<file path="src/rtl/pcs_pkg.sv">
// Shared command encoding for the paged program counter sequencer.
package pcs_pkg;
    typedef enum logic [2:0] {
        PC_HOLD = 3'd0,
        PC_INC  = 3'd1,
        PC_JMP  = 3'd2,
        PC_CALL = 3'd3,
        PC_RET  = 3'd4,
        PC_WRPC = 3'd5,
        PC_RETI = 3'd6,
        PC_RSVD = 3'd7
    } pc_cmd_e;
endpackage

</file>
<file path="src/rtl/pcs_target.sv">
// Next-address selector: decodes one command into the address it produces
// and the stack actions it needs. Purely combinational.
// Assumes pop_val already holds the value a pop would return this cycle.
module pcs_target #(
    parameter int PAGE_W = 3,
    parameter int OFFS_W = 10,
    localparam int ADDR_W = PAGE_W + OFFS_W
) (
    input  logic [2:0]        cmd,
    input  logic [ADDR_W-1:0] pc,
    input  logic [PAGE_W-1:0] page_sel,
    input  logic [OFFS_W-1:0] imm,
    input  logic [ADDR_W-1:0] pop_val,
    output logic [ADDR_W-1:0] nxt,
    output logic              changes,
    output logic              do_call,
    output logic              do_pop
);
    import pcs_pkg::*;

    // Select the produced address and the side effects per command.
    always_comb begin
        nxt     = pc;
        changes = 1'b0;
        do_call = 1'b0;
        do_pop  = 1'b0;
        case (pc_cmd_e'(cmd))
            PC_INC:  nxt = pc + ADDR_W'(1);
            PC_JMP, PC_WRPC: begin
                nxt     = {page_sel, imm};
                changes = 1'b1;
            end
            PC_CALL: begin
                nxt     = {page_sel, imm};
                changes = 1'b1;
                do_call = 1'b1;
            end
            PC_RET, PC_RETI: begin
                nxt     = pop_val;
                changes = 1'b1;
                do_pop  = 1'b1;
            end
            default: nxt = pc;
        endcase
    end
endmodule

</file>
<file path="src/rtl/pcs_stack.sv">
// Circular return stack. In one cycle it may pop once and then push zero,
// one or two values (push_a first). Pushing onto a full stack overwrites the
// oldest entry; popping an empty stack returns the last value read.
// Assumes DEPTH is a power of two so the pointer wraps naturally.
module pcs_stack #(
    parameter int DEPTH = 8,
    parameter int W     = 13,
    localparam int PTR_W = $clog2(DEPTH),
    localparam int CNT_W = $clog2(DEPTH + 1)
) (
    input  logic         clk,
    input  logic         rst_n,
    input  logic         pop,
    input  logic [1:0]   push_n,
    input  logic [W-1:0] push_a,
    input  logic [W-1:0] push_b,
    output logic [W-1:0] pop_val
);
    logic [W-1:0]     mem [DEPTH];
    logic [PTR_W-1:0] ptr;
    logic [CNT_W-1:0] cnt;
    logic [W-1:0]     last_rd;
    logic [PTR_W-1:0] ptr_ap;
    logic [CNT_W-1:0] cnt_ap;
    logic [CNT_W:0]   cnt_sum;
    logic [PTR_W-1:0] wa0, wa1;

    // Value a pop would return, and the state after the pop.
    always_comb begin
        pop_val = (cnt != '0) ? mem[ptr - PTR_W'(1)] : last_rd;
        ptr_ap  = (pop && cnt != '0) ? ptr - PTR_W'(1) : ptr;
        cnt_ap  = (pop && cnt != '0) ? cnt - CNT_W'(1) : cnt;
        wa0     = ptr_ap;
        wa1     = ptr_ap + PTR_W'(1);
        cnt_sum = {1'b0, cnt_ap} + (CNT_W + 1)'(push_n);
    end

    // Pointer, fill count and last-read register.
    always_ff @(posedge clk) begin
        if (!rst_n) begin
            ptr     <= '0;
            cnt     <= '0;
            last_rd <= '0;
        end else begin
            ptr <= ptr_ap + PTR_W'(push_n);
            cnt <= (cnt_sum > (CNT_W + 1)'(DEPTH)) ? CNT_W'(DEPTH) : cnt_sum[CNT_W-1:0];
            if (pop) last_rd <= pop_val;
        end
    end

    // One write port per entry, picked by the two push slots.
    for (genvar i = 0; i < DEPTH; i++) begin : g_ent
        always_ff @(posedge clk) begin
            if (rst_n && push_n == 2'd2 && wa1 == PTR_W'(i))
                mem[i] <= push_b;
            else if (rst_n && push_n != 2'd0 && wa0 == PTR_W'(i))
                mem[i] <= push_a;
        end
    end
endmodule

</file>
<file path="src/rtl/pc_sequencer.sv">
// Paged program counter with return stack and interrupt entry.
// The command target is resolved first; an interrupt then pushes that target
// and redirects to its vector in page 0. Assumes one command per cycle.
module pc_sequencer #(
    parameter int PAGE_W = 3,
    parameter int OFFS_W = 10,
    parameter int DEPTH  = 8,
    localparam int ADDR_W = PAGE_W + OFFS_W
) (
    input  logic              clk,
    input  logic              rst_n,
    input  logic [2:0]        cmd,
    input  logic [PAGE_W-1:0] page_sel,
    input  logic [OFFS_W-1:0] imm,
    input  logic              irq_take,
    input  logic [OFFS_W-1:0] irq_vec,
    output logic [ADDR_W-1:0] fetch_addr,
    output logic              extra_cycle
);
    logic [ADDR_W-1:0] pc_q, nxt, pop_val, ret_addr, push_a;
    logic              changes, do_call, do_pop;
    logic [1:0]        push_n;

    pcs_target #(.PAGE_W(PAGE_W), .OFFS_W(OFFS_W)) u_target (
        .cmd(cmd), .pc(pc_q), .page_sel(page_sel), .imm(imm),
        .pop_val(pop_val), .nxt(nxt), .changes(changes),
        .do_call(do_call), .do_pop(do_pop)
    );

    // Stack push requests: call return address first, then interrupt return.
    always_comb begin
        ret_addr = pc_q + ADDR_W'(1);
        push_n   = {1'b0, do_call} + {1'b0, irq_take};
        push_a   = do_call ? ret_addr : nxt;
    end

    pcs_stack #(.DEPTH(DEPTH), .W(ADDR_W)) u_stack (
        .clk(clk), .rst_n(rst_n), .pop(do_pop), .push_n(push_n),
        .push_a(push_a), .push_b(nxt), .pop_val(pop_val)
    );

    // Counter and redirect flag.
    always_ff @(posedge clk) begin
        if (!rst_n) begin
            pc_q        <= '0;
            extra_cycle <= 1'b0;
        end else begin
            pc_q        <= irq_take ? {PAGE_W'(0), irq_vec} : nxt;
            extra_cycle <= changes | irq_take;
        end
    end

    assign fetch_addr = pc_q;
endmodule

</file>
<file path="config.mk">
export PLATFORM = sky130hd
export DESIGN_NAME = pc_sequencer
export DESIGN_NICKNAME = d
export VERILOG_FILES = /design/src/rtl/pcs_pkg.sv /design/src/rtl/pcs_target.sv /design/src/rtl/pcs_stack.sv /design/src/rtl/pc_sequencer.sv
export SDC_FILE = /design/constraint.sdc
export NUM_CORES = 1
export LEC_CHECK = 0
export BUFFER_PORTS_ARGS = -buffer_cell sky130_fd_sc_hd__buf_2
export CAP_MARGIN = 5
export CORE_MARGIN = 2
export CORE_UTILIZATION = 55
export CTS_CLUSTER_SIZE = 40
export DETAILED_ROUTE_END_ITERATION = 7
export PLACE_DENSITY = 0.73
export SLEW_MARGIN = 20
export SYNTH_ARGS = -nofsm -noshare
export SYNTH_HDL_FRONTEND = slang
export SYNTH_SLANG_ARGS = --single-unit
</file>
<file path="constraint.sdc">
create_clock -name clk -period 7.1 [get_ports clk]
set_clock_uncertainty 0.1 [all_clocks]
set_input_delay 1.42 -clock clk [delete_from_list [all_inputs] [get_ports clk]]
set_output_delay 1.42 -clock clk [all_outputs]
set_load 0.02 [all_outputs]
</file>
### Word-level counts from Yosys, hierarchy flattened

Memory sizes are Yosys's and may differ from the RTL's.
Cells that the tools add are included.
W data, S select, Z words.

* $mul: 0
* equal/unequal tests: 21
* bitwise gates (word level): 10
* reductions and logical operators: 34
* shifts and indexed selects: 0
* $add $sub $neg: 7
* magnitude comparators: 1
* divide/modulo/power cells: 0
* mux-type cells: 76

Operator list (number)
* $mux W13: 16
* $reduce_or A13 Y1: 6
* $mux W1: 49
* $pmux W13 S3: 1
* $eq A3 B3 Y1 const B: 11
* $mux W3: 7
* $logic_and A1 B1 Y1: 19
* $eq A3 B2 Y1 const B: 6
* $add A13 B1 Y13 const B: 1
* $mux W10: 1
* $eq A3 B1 Y1 const B: 3
* $or A1 B1 Y1: 9
* $mux W4: 2
* $logic_not A3 Y1: 2
* $reduce_or A2 Y1: 3
* $add A4 B2 Y5: 1
* $gt A5 B4 Y1 const B: 1
* $reduce_or A5 Y1: 1
* $reduce_bool A4 Y1: 1
* $sub A4 B1 Y4 const B: 1
* $add A3 B1 Y3 const B: 1
* $add A3 B2 Y3: 1
* $reduce_or A3 Y1: 1
* $sub A3 B1 Y3 const B: 1
* other kinds (4): 4

* logic and storage cells: 157
* memories: 1
* input port bits: 29
* bits in registers: 34
* RAM bits: 104
* latch bits: 0
* memory bits (read-only): 0
* output and inout bits: 14

Memories
* u_stack.mem: words 8, bits a word 13, rd ports 1, clocked after memory_dff 0, wr ports 2, RTL line pcs_stack.sv:19 `logic [W-1:0] mem [DEPTH];`

### Longest topological paths before layout

Gate-level depths: netlist of run 1.

* depth after elaboration: 15
* mapped depth: 15
* depth with buffers taken out: 12

### By module

A second synthesis of run 1 with hierarchy kept.

* cell total of the unflattened synthesis: 665
* area, all modules: 8144.1 µm²

By module, submodules not included
* pcs_stack: sequential area each 3523.4 µm², times used 1, cells each 440, area an instance 6497.5 µm²
* pc_sequencer: sequential area each 280.3 µm², times used 1, cells each 101, area an instance 860.8 µm²
* pcs_target: sequential area each 0.0 µm², times used 1, cells each 124, area an instance 785.8 µm²

### Worst setup path before layout of run 1

No wires, ideal clock.

* kind: input port to flip-flop
* start point: in cmd[0]
* end point: mem u_stack.mem[3][0] (enable)
* setup time: 401 ps
* arrival time: 3973 ps
* data required time: 6599 ps
* buffers on the path: 2
* stages: 10
* setup slack: 2626 ps
* cells stage by stage: buf_2 > and2b_2 > nand2_1 > buf_2 > nor2_1 > xnor2_1 > inv_1 > ha_1 > nand3b_1 > o21ai_0

RTL lines
* start, declared: RTL line pc_sequencer.sv:12 `input logic [2:0] cmd,`
* end, declared: RTL line pcs_stack.sv:19

==> run summary, run 1 <==
* 2 — Max clock buf depth
* 0 — DRC Markers
* edfxtp_1 — post-synthesis cell type with the largest combined area
* 0 — antenna violations before repair
* 138 — CTS sink count
* 0.00380 mm² — flip-flop and latch area
* edfxtp_1, mux2i_1, dfxtp_1, mux4_2, nand2_1 — top area cells in the synthesized netlist
* 195 MHz — Max Fclk
* 104 — number of enable flip-flop cells after synthesis
* 7.17 ns — required time of the critical path
* finished, final reports clean — result of the run
* 5 — first-pass iteration count of the detailed router
* 0.195 — ratio of cells with drive above 1 in the final layout
* 20400 µm — Final Routed Wirelength
* 14600 µm — post-DP HPWL
* 0.000192 V — largest vdd supply drop
* edfxtp_1 — prevailing post-synth register cell
* built — CTS tree
* 5.13 ns — final critical delay including setup and external delays
* 0 — post-CTS setup buffer count
* 6.49 — DR vias/cell
* primary input — kind of start point of the critical path
* 138 — Seq cells post-synth
* 0.0154 mm² — area of the die
* 0.896 — global placement routability congestion
* 0 ns — total negative slack
* 0.0199 — post-synthesis share of cell area spent on xor and xnor gates
* 0.202 — post-synthesis mux area share
* 913 — number of non-filler instances in the completed layout
* in2reg — Setup CP Type
* 0.335 — worst rel slew slack
* 0.480 — sequential area share after synthesis
* 0 — number of pins with negative max-slew slack in the final report
* 0.06 ns — CTS clock-pin slew for the worst setup and hold paths
* 32100 µm — first-pass GRT wire length
* 5927 — Vias
* 43 — boundary pin count
* 5.20 ns — signal arrival time at the worst endpoint
* 725 — Synth Net Count
* reg2reg — path category of the worst min-delay check
* 124 µm — Die X
* 11.6 µm² — mean instance size in the synthesized netlist
* 0.394 — top-area cell type share of the netlist area
* 43 — Cell Rows
* 1.97 ns — crit path setup slack, layout
* 0.42 ns — clock latency reported for the late side of the worst-skew pair
* false — unrepaired setup endpoints after global routing
* 20 — CP max FO
* 3.24 nW — Lkg Pwr
* 0.722 — Period Utilization, post-route
* 0.122 — share of synthesized cell area in and, or, nand and nor gates
* 0 — number of hold buffers added after cts
* 0 — remaining antenna violation count
* 42 — number of port buffers
* 5847 — vias in the first global route
* 708 — Iter 0 DRT Violations
* 74 — distinct cell type count after synthesis
* 0.283 — Total Routing Usage GR
* clkbuf_16 — clock tree root driver cell
* 342 mW/mm² — P per Cell Area
* 17 — number of buffers added by the clock tree synthesis step
* 0.00384 mm² — Multi-input gate area
* 0 — Max Cap Violations
* 0.119 — area fraction in compound gates after synthesis
* 0 — antenna diode count
* 684 — Post-Syn Instances
* 0 — Synth async-reset ratio
* 11.3% — post-synthesis to final-layout area growth
* 1.63 ns — Worst Setup Slack post-DPL
* 0.0140 mm² — total core area
* 0 — leftover overflow at the end of global routing
* 4 — CTS HTree Levels
* 881 — DP Cell Count
* multiplexers — main combinational cell family by area after synthesis
* 36 — largest net degree at the start of global routing
* 124 µm — Vert. Die Dim
* 0.567 — Initial Util
* 0 — number of gates resized after cts
* 0 — endpoints failing hold
* 0.369 ns — worst hold margin
* flip-flop — type of destination of the critical path
* 0.00302 W — power after layout
* 1110 — number of fill cells in the layout
* 0 — final setup violation count
* 0.00793 mm² — total standard cell area after synthesis
* 0 — count of yosys warnings during synthesis
* 22.3 µm — routed len/inst
* 0.0208 — adder-cell share of the synthesized area
* 0.997 ns — Slew @ Worst Pin
* 761 — number of nets in the finished design
-- routing by layer --
| metal | vias to the layer above | global-route usage | share of wire |
|---|---|---|---|
| met2 | 327 | 0.425 | 0.45 |
| met3 | 49 | 0.0641 | 0.089 |
| met5 | - | 0 | 0 |
| met1 | 2895 | 0.393 | 0.42 |
| met4 | 0 | 0.126 | 0.034 |
| li1 | 2656 | - | - |
-- power breakdown --
group | switching (W) | leakage [nW] | internal [W]
combinational | 0.000674 | 1.74 | 0.000426
sequential | 0.0000626 | 1.23 | 0.00101
clock | 0.000336 | 0.268 | 0.000512
-- placed cells by master (no fill, tap or decap), types with 6 or more instances in the layout --
cell type / netlist / layout
o21ai_1: 5 / 11
nor2b_1: 12 / 12
xor2_1: 6 / 6
ha_1: 10 / 10
a21boi_0: 9 / 9
buf_4: 3 / 15
xnor2_1: 12 / 12
clkbuf_16: 0 / 17
nor2_1: 26 / 26
and2_1: 16 / 16
edfxtp_1: 104 / 104
mux4_2: 20 / 20
o21ai_0: 18 / 11
nand2b_1: 6 / 6
inv_1: 19 / 19
nand3_1: 13 / 13
a31oi_1: 6 / 6
dfxtp_1: 34 / 33
o311ai_1: 12 / 12
nand4_1: 7 / 7
mux2_2: 15 / 15
nand2_1: 85 / 85
a22oi_1: 9 / 9
mux2i_1: 97 / 97
a21oi_1: 20 / 20
buf_2: 14 / 42
-- registers in the layout, indices dropped and copies added (netlist names) --
signal / count
u_stack.mem: 104
u_stack.cnt: 4
u_stack.last_rd: 13
fetch_addr: 13
extra_cycle: 1
u_stack.ptr: 3
-- path summary, 6_finish.rpt --
path | endpoint | startpoint | cells after the start | slack [ns]
min reg2reg | u_stack.last_rd[6] | u_stack.last_rd[6] | 2 | 0.37
min | u_stack.last_rd[6] | u_stack.last_rd[6] | 2 | 0.37
max reg2reg | u_stack.mem[3][1] | u_stack.ptr[0] | 10 | 2.95
max | u_stack.mem[1][1] | cmd[1] | 10 | 1.97
-- cells by family after synthesis --
kind of cell             count (synthesis)
XOR/XNOR                                18
adder cells (fa/ha/maj)                 12
AND/OR/NAND/NOR                        195
multiplexers                           133
flip-flops                             138
buffers and inverters                   60
AO/OA/AOI/OAI                          128
-- critical path: stages --
cell and delay [ns]:
buf_2 0.18, nor2b_1 0.47, nand2_1 0.68, ha_1 0.45, nor2b_1 0.45, and3_1 0.37
o21ai_0 0.16, a21oi_1 0.41, buf_4 0.27, mux2_2 0.34
-- synth_stat cells (all sizes together), types with 3 or more instances --
| library cell | number |
|---|---|
| mux4 | 20 |
| nand3 | 14 |
| clkbuf | 16 |
| inv | 19 |
| nor2 | 29 |
| a221o | 4 |
| a21oi | 22 |
| ha | 10 |
| edfxtp | 104 |
| mux2 | 16 |
| nor2b | 12 |
| xnor2 | 12 |
| nor3 | 7 |
| o221ai | 3 |
| a22oi | 9 |
| nand2 | 86 |
| a21boi | 9 |
| mux2i | 97 |
| a31oi | 8 |
| nor4 | 3 |
| o311ai | 12 |
| nand3b | 3 |
| buf | 24 |
| a221oi | 4 |
| a21o | 4 |
| o21ai | 24 |
| o211ai | 4 |
| xor2 | 6 |
| nand2b | 6 |
| o21bai | 5 |
| and2 | 17 |
| dfxtp | 34 |
| nand4 | 7 |
-- final cells by class --
type / count / share of cell area
multi-input cells: 486 / 0.435
well taps: 180 / 0.0255
clock buffers: 19 / 0.0491
repair buffers: 57 / 0.0366
flip-flops and latches: 138 / 0.431
inverters: 20 / 0.00851
clock inverters: 13 / 0.0145
-- through the flow --
step,cell area (µm²),utilization
finish,8830,0.631
global route,8830,0.631
floorplan,7930,-
CTS,8820,0.631
detailed placement,8260,0.591
global placement,8260,0.591
Power figures use the tool's default switching activity.
==> inputs of run 2 (changes only) <==
PLACE_DENSITY = 0.76   (was 0.73)
clock period = 4.7 ns   (was 7.1 ns; I/O delays follow)
==> run 2 against run 1 <==
Compared with the run above: global-route usage increased by 1.6 points; core utilization increased by 0.84 points; sequential power increased by 51%; count of clock-buffer cells in the layout decreased by 2; via count increased by 1.6%; highest routed layer unchanged.
==> run summary, run 2 (synthesized netlist as in run 1, its figures left out) <==
* 0.00308 W — Internal
* 0.943 — global placement routability congestion
* 0 — endpoints failing hold
* 4.78 ns — required time of the critical path
* flip-flop — kind of start point of the critical path
* u_stack.ptr[0] — start of the worst register-to-register path
* clkbuf_16 — clock tree root driver cell
* 21500 µm — Final Routed Wirelength
* 104 — number of flip-flops under the largest register name
* 0.00894 mm² — Final Instance Area
* 0 — final setup violation count
* 0 — number of gates resized after cts
* 23.4 µm — routed len/inst
* 0.06 ns — CTS clock-pin slew for the worst setup and hold paths
* 0 — antenna diode count
* 33100 µm — first-pass GRT wire length
* reg2reg — Setup CP Type
* 0 — Max Cap Violations
* 0 — antenna violations before repair
* 2 — worst hold path cell count
* 2 — Max clock buf depth
* 0.206 — ratio of cells with drive above 1 in the final layout
* 0 — number of pins with negative max-slew slack in the final report
* 657 — Iter 0 DRT Violations
* 5 — first-pass iteration count of the detailed router
* u_stack.mem — register with the highest flop count
* 4 — CTS HTree Levels
* 17 — number of buffers added by the clock tree synthesis step
* 0.821 — Period Utilization, post-route
* 0.342 — register share of total power
* 0.843 ns — crit path setup slack, layout
* 42 — number of port buffers
* 0.513 ns — Worst Setup Slack post-DPL
* 0.357 — Combinational Power Share
* edfxtp_1, mux2i_1, nand2_1 — top library cells by usage in the layout, fill and taps aside
* 769 — number of nets in the finished design
* 12.8% — post-synthesis to final-layout area growth
* 124 µm — Die X
* 6.54 — DR vias/cell
* 0.84 ns — Register-to-Register Setup Slack
* clkinv_1 > ha_1 > inv_1 > nor2_1 > xnor2_1 > inv_1 > ha_1 > nand3b_1 > o21ba_2 > and2_1 > mux2_1 — CP Cell Sequence
* 0.338 — worst rel slew slack
* and2_1 — CP max-delay cell
* 0.00832 mm² — total placed instance area
* 0.986 ns — Slew @ Worst Pin
* 36 — largest net degree at the start of global routing
* 0.353 — switching fraction of total power
* false — unrepaired setup endpoints after global routing
* 0 — post-CTS setup buffer count
* 0 — DRC Markers
* 5848 — vias in the first global route
* 0.0140 mm² — total core area
* 124 µm — Vert. Die Dim
* 3.94 ns — signal arrival time at the worst endpoint
* 0 — leftover overflow at the end of global routing
* 1088 — number of fill cells in the layout
* 259 MHz — Max Fclk
* 0 — number of hold buffers added after cts
* 3 — buffering stage count on the worst path with inverters included
* 0.567 — Initial Util
* finished, final reports clean — result of the run
* 15100 µm — post-DP HPWL
* 43 — Cell Rows
* 531 mW/mm² — P per Cell Area
* 138 — CTS sink count
* 0.301 — clock share of power
* 10 — CP max FO
* 43 — boundary pin count
* flip-flop — type of destination of the critical path
* 11 — R2R cell count
* reg2reg — path category of the worst min-delay check
* 0.00168 W — switching pwr
* 0.000332 V — largest vdd supply drop
* 3.86 ns — final critical delay including setup and external delays
* edfxtp_1 — leading cell type in the layout, fill and taps excluded
* 0.62 ns — CP peak stage delay
* u_stack.last_rd[5] — Worst Hold Endpoint
* 3.32 nW — Lkg Pwr
* 0.44 ns — clock latency reported for the late side of the worst-skew pair
* 6020 — Vias
* 0 ns — total negative slack
* 0.0154 mm² — area of the die
* simple AND/OR/NAND/NOR gates — cell family contributing the most delay on the critical path
* u_stack.mem[3][1] — Reg2Reg Capture Point
* built — CTS tree
* 0.299 — Total Routing Usage GR
* u_stack.last_rd[5] — beginning of the worst hold path
* 0 — remaining antenna violation count
-- run 2: changes by cell type in the layout (fill, tap and decap cells not counted) --
cell | previous run | this run
buf_4 | 15 | 23
clkinv_4 | 1 | 4
inv_6 | 1 | 2
clkbuf_1 | 2 | 0
bufinv_16 | 2 | 4
o21ai_1 | 11 | 12
clkinv_1 | 3 | 2
o21ai_2 | 2 | 1
clkinvlp_4 | 3 | 0
-- run 2: per-stage QoR --
stage | hold slack (ns) | utilization | total power, W | std cells
after floorplan | 0.343 | - | 0.00282 | 684
after global placement | 0.352 | 0.595 | 0.00325 | 889
after detailed placement | 0.360 | 0.595 | 0.00330 | 889
after CTS | 0.370 | 0.639 | 0.00472 | 921
after global routing | 0.391 | 0.639 | 0.00494 | 921
final | 0.368 | 0.639 | 0.00475 | 921
-- run 2: area by class of cell --
cell class	count	area [µm²]	share of cell area
multi-input combinational	486	3830	0.429
sequential	138	3800	0.425
clock buffer	17	425	0.0476
timing repair buffer	65	383	0.0428
tap	180	225	0.0252
clock inverter	15	196	0.0220
inverter	20	75.1	0.00839
-- run 2: how the worst max path moves through the flow --
| stage | slack, ns | to | cells past startpoint | start |
|---|---|---|---|---|
| after floorplan | 0.71 | u_stack.mem[3][0] | 10 | cmd[0] |
| after global placement | 0.62 | u_stack.mem[3][1] | 9 | cmd[1] |
| after detailed placement | 0.51 | u_stack.mem[3][1] | 9 | cmd[1] |
| after CTS | 0.89 | u_stack.mem[3][1] | 12 | u_stack.cnt[0] |
| after global routing | 0.65 | u_stack.mem[3][1] | 11 | u_stack.ptr[0] |
| final | 0.84 | u_stack.mem[3][1] | 11 | u_stack.ptr[0] |
-- run 2: worst min-delay path, delay by kind of cell (launching register included) --
family,cells,cell delay [ns]
AOI/OAI and AO/OA,1,0.06
DFF,1,0.31
and+or+nand+nor,1,0.05
-- run 2: routing by layer --
metal	global-route usage	vias up	share of wire	routed length (µm)
met5	0	-	0	0
met4	0.114	0	0.037	790
met3	0.0746	64	0.10	2170
li1	-	2677	-	-
met1	0.398	2921	0.39	8440
met2	0.473	358	0.47	10100
-- run 2: power by group through the flow --
stage / sequential (W) / clock (W) / combinational, W
after floorplan: 0.00162 / 0 / 0.00121
after global placement: 0.00164 / 0 / 0.00162
after detailed placement: 0.00164 / 0 / 0.00165
after CTS: 0.00162 / 0.00143 / 0.00167
after global routing: 0.00164 / 0.00148 / 0.00182
final: 0.00162 / 0.00143 / 0.00170
==> inputs of run 3 (changes only) <==
PLACE_DENSITY = 0.73   (was 0.76)
clock period = 3.6 ns   (was 4.7 ns; I/O delays follow)
==> run 3 against run 2 <==
Compared with the run above: total power is 31% higher; core utilization up 1.3 points; register-to-register slack got worse by 0.64 ns; design area grew 2.0%; sequential power grew 30%; largest power group unchanged.
==> run summary, run 3 (synthesized netlist as in run 1, its figures left out) <==
* 792 — number of nets in the finished design
* 21500 µm — Final Routed Wirelength
* 0 — endpoints failing hold
* 42 — number of port buffers
* 0.0154 mm² — area of the die
* 124 µm — Vert. Die Dim
* 0.652 — fin util
* 0 — number of hold buffers added after cts
* 0 — remaining antenna violation count
* 0 — antenna violations before repair
* 3.40 ns — final critical delay including setup and external delays
* 43 — Cell Rows
* reg2reg — Setup CP Type
* 0 — final setup violation count
* 36 — largest net degree at the start of global routing
* 4 — CTS HTree Levels
* 6.43 — DR vias/cell
* 3.63 ns — required time of the critical path
* 2 — Max clock buf depth
* 0.945 — Period Utilization, post-route
* 0.000416 V — largest vdd supply drop
* 0.299 — Total Routing Usage GR
* 124 µm — Die X
* 0.365 ns — worst hold margin
* 6019 — vias in the first global route
* 17 — number of buffers added by the clock tree synthesis step
* 294 MHz — Max Fclk
* 6066 — Vias
* 0.0140 mm² — total core area
* clkbuf_16 — clock tree root driver cell
* false — unrepaired setup endpoints after global routing
* 0.06 ns — CTS clock-pin slew for the worst setup and hold paths
* 0.00912 mm² — Final Instance Area
* 0.401 — worst rel slew slack
* 22.7 µm — routed len/inst
* flip-flop — kind of start point of the critical path
* flip-flop — type of destination of the critical path
* 15.0% — post-synthesis to final-layout area growth
* 0.42 ns — clock latency reported for the late side of the worst-skew pair
* 104 — number of flip-flops under the largest register name
* 0.892 ns — Slew @ Worst Pin
* 3.43 nW — Lkg Pwr
* 0.228 — ratio of cells with drive above 1 in the final layout
* reg2reg — path category of the worst min-delay check
* 15500 µm — post-DP HPWL
* 3.43 ns — signal arrival time at the worst endpoint
* 683 mW/mm² — P per Cell Area
* 0.160 ns — Worst Setup Slack post-DPL
* 0.200 ns — crit path setup slack, layout
* 1011 — Iter 0 DRT Violations
* 0 ns — total negative slack
* 0 — number of pins with negative max-slew slack in the final report
* 33300 µm — first-pass GRT wire length
* 138 — CTS sink count
* 0.20 ns — Register-to-Register Setup Slack
* 0 — antenna diode count
* finished, final reports clean — result of the run
* built — CTS tree
* 0.567 — Initial Util
* u_stack.mem — register with the highest flop count
* 0 — Max Cap Violations
* edfxtp_1 — leading cell type in the layout, fill and taps excluded
* 43 — boundary pin count
* 0.00851 mm² — total placed instance area
* edfxtp_1, mux2i_1, nand2_1 — top library cells by usage in the layout, fill and taps aside
* 0.919 — global placement routability congestion
* 0 — leftover overflow at the end of global routing
* 0 — DRC Markers
* 6 — first-pass iteration count of the detailed router
* 9 — CP max FO
## run 3: cell count changes in the layout (fill, tap and decap cells not counted), sizes merged
| cell | previous run | this run |
|---|---|---|
| clkbuf | 17 | 19 |
| buf | 65 | 88 |
| inv | 21 | 20 |
| clkinv | 10 | 9 |
## run 3: final cells by class
cell class | instances | area (µm²)
flip-flops and latches | 138 | 3800
clock buffers | 19 | 433
well taps | 180 | 225
inverters | 20 | 75.1
multi-input cells | 486 | 3840
repair buffers | 88 | 568
fillers | 1071 | 4870
clock inverters | 13 | 174
## run 3: where the power goes
| group | leakage, nW | total (W) | switching [W] | internal (W) |
|---|---|---|---|---|
| Clock | 0.300 | 0.00181 | 0.000662 | 0.00115 |
| Combinational | 1.90 | 0.00230 | 0.00137 | 0.000928 |
| Sequential | 1.23 | 0.00211 | 0.000119 | 0.00199 |
| Total | 3.43 | 0.00623 | 0.00215 | 0.00407 |
## run 3: critical path, cell delays in order (launching register included)
cell and delay [ns]:
dfxtp_1 0.32, inv_1 0.10, ha_1 0.22, or3b_2 0.53, nand2_1 0.12, nor2_1 0.07, xnor2_2 0.19, inv_1 0.07
ha_1 0.31, nand3b_1 0.26, o21ba_2 0.31, and2_1 0.19, buf_4 0.19, mux2i_1 0.13
## run 3: worst paths after layout
path | cells after the start | endpoint | startpoint
hold / removal | 2 | u_stack.last_rd[6] | u_stack.last_rd[6]
setup / recovery | 13 | u_stack.mem[3][4] | u_stack.cnt[0]
hold reg to reg | 2 | u_stack.last_rd[6] | u_stack.last_rd[6]
setup reg to reg | 13 | u_stack.mem[3][4] | u_stack.cnt[0]
## run 3: through the flow
stage | power, W | std cells
after floorplan | 0.00368 | 684
after global placement | 0.00432 | 912
after detailed placement | 0.00439 | 912
after CTS | 0.00619 | 944
after global routing | 0.00649 | 944
final | 0.00623 | 944
## run 3: timing repair
action	4_1_cts	5_1_grt
setup buffers	0	0
setup endpoints to repair	0	10
resized for setup	0	1
## run 3: routing by layer
| metal | part of all wire | vias to the layer above | GRT usage |
|---|---|---|---|
| met3 | 0.096 | 45 | 0.0668 |
| li1 | - | 2719 | - |
| met2 | 0.48 | 345 | 0.470 |
| met4 | 0.023 | 0 | 0.103 |
| met5 | 0 | - | 0 |
| met1 | 0.40 | 2957 | 0.411 |
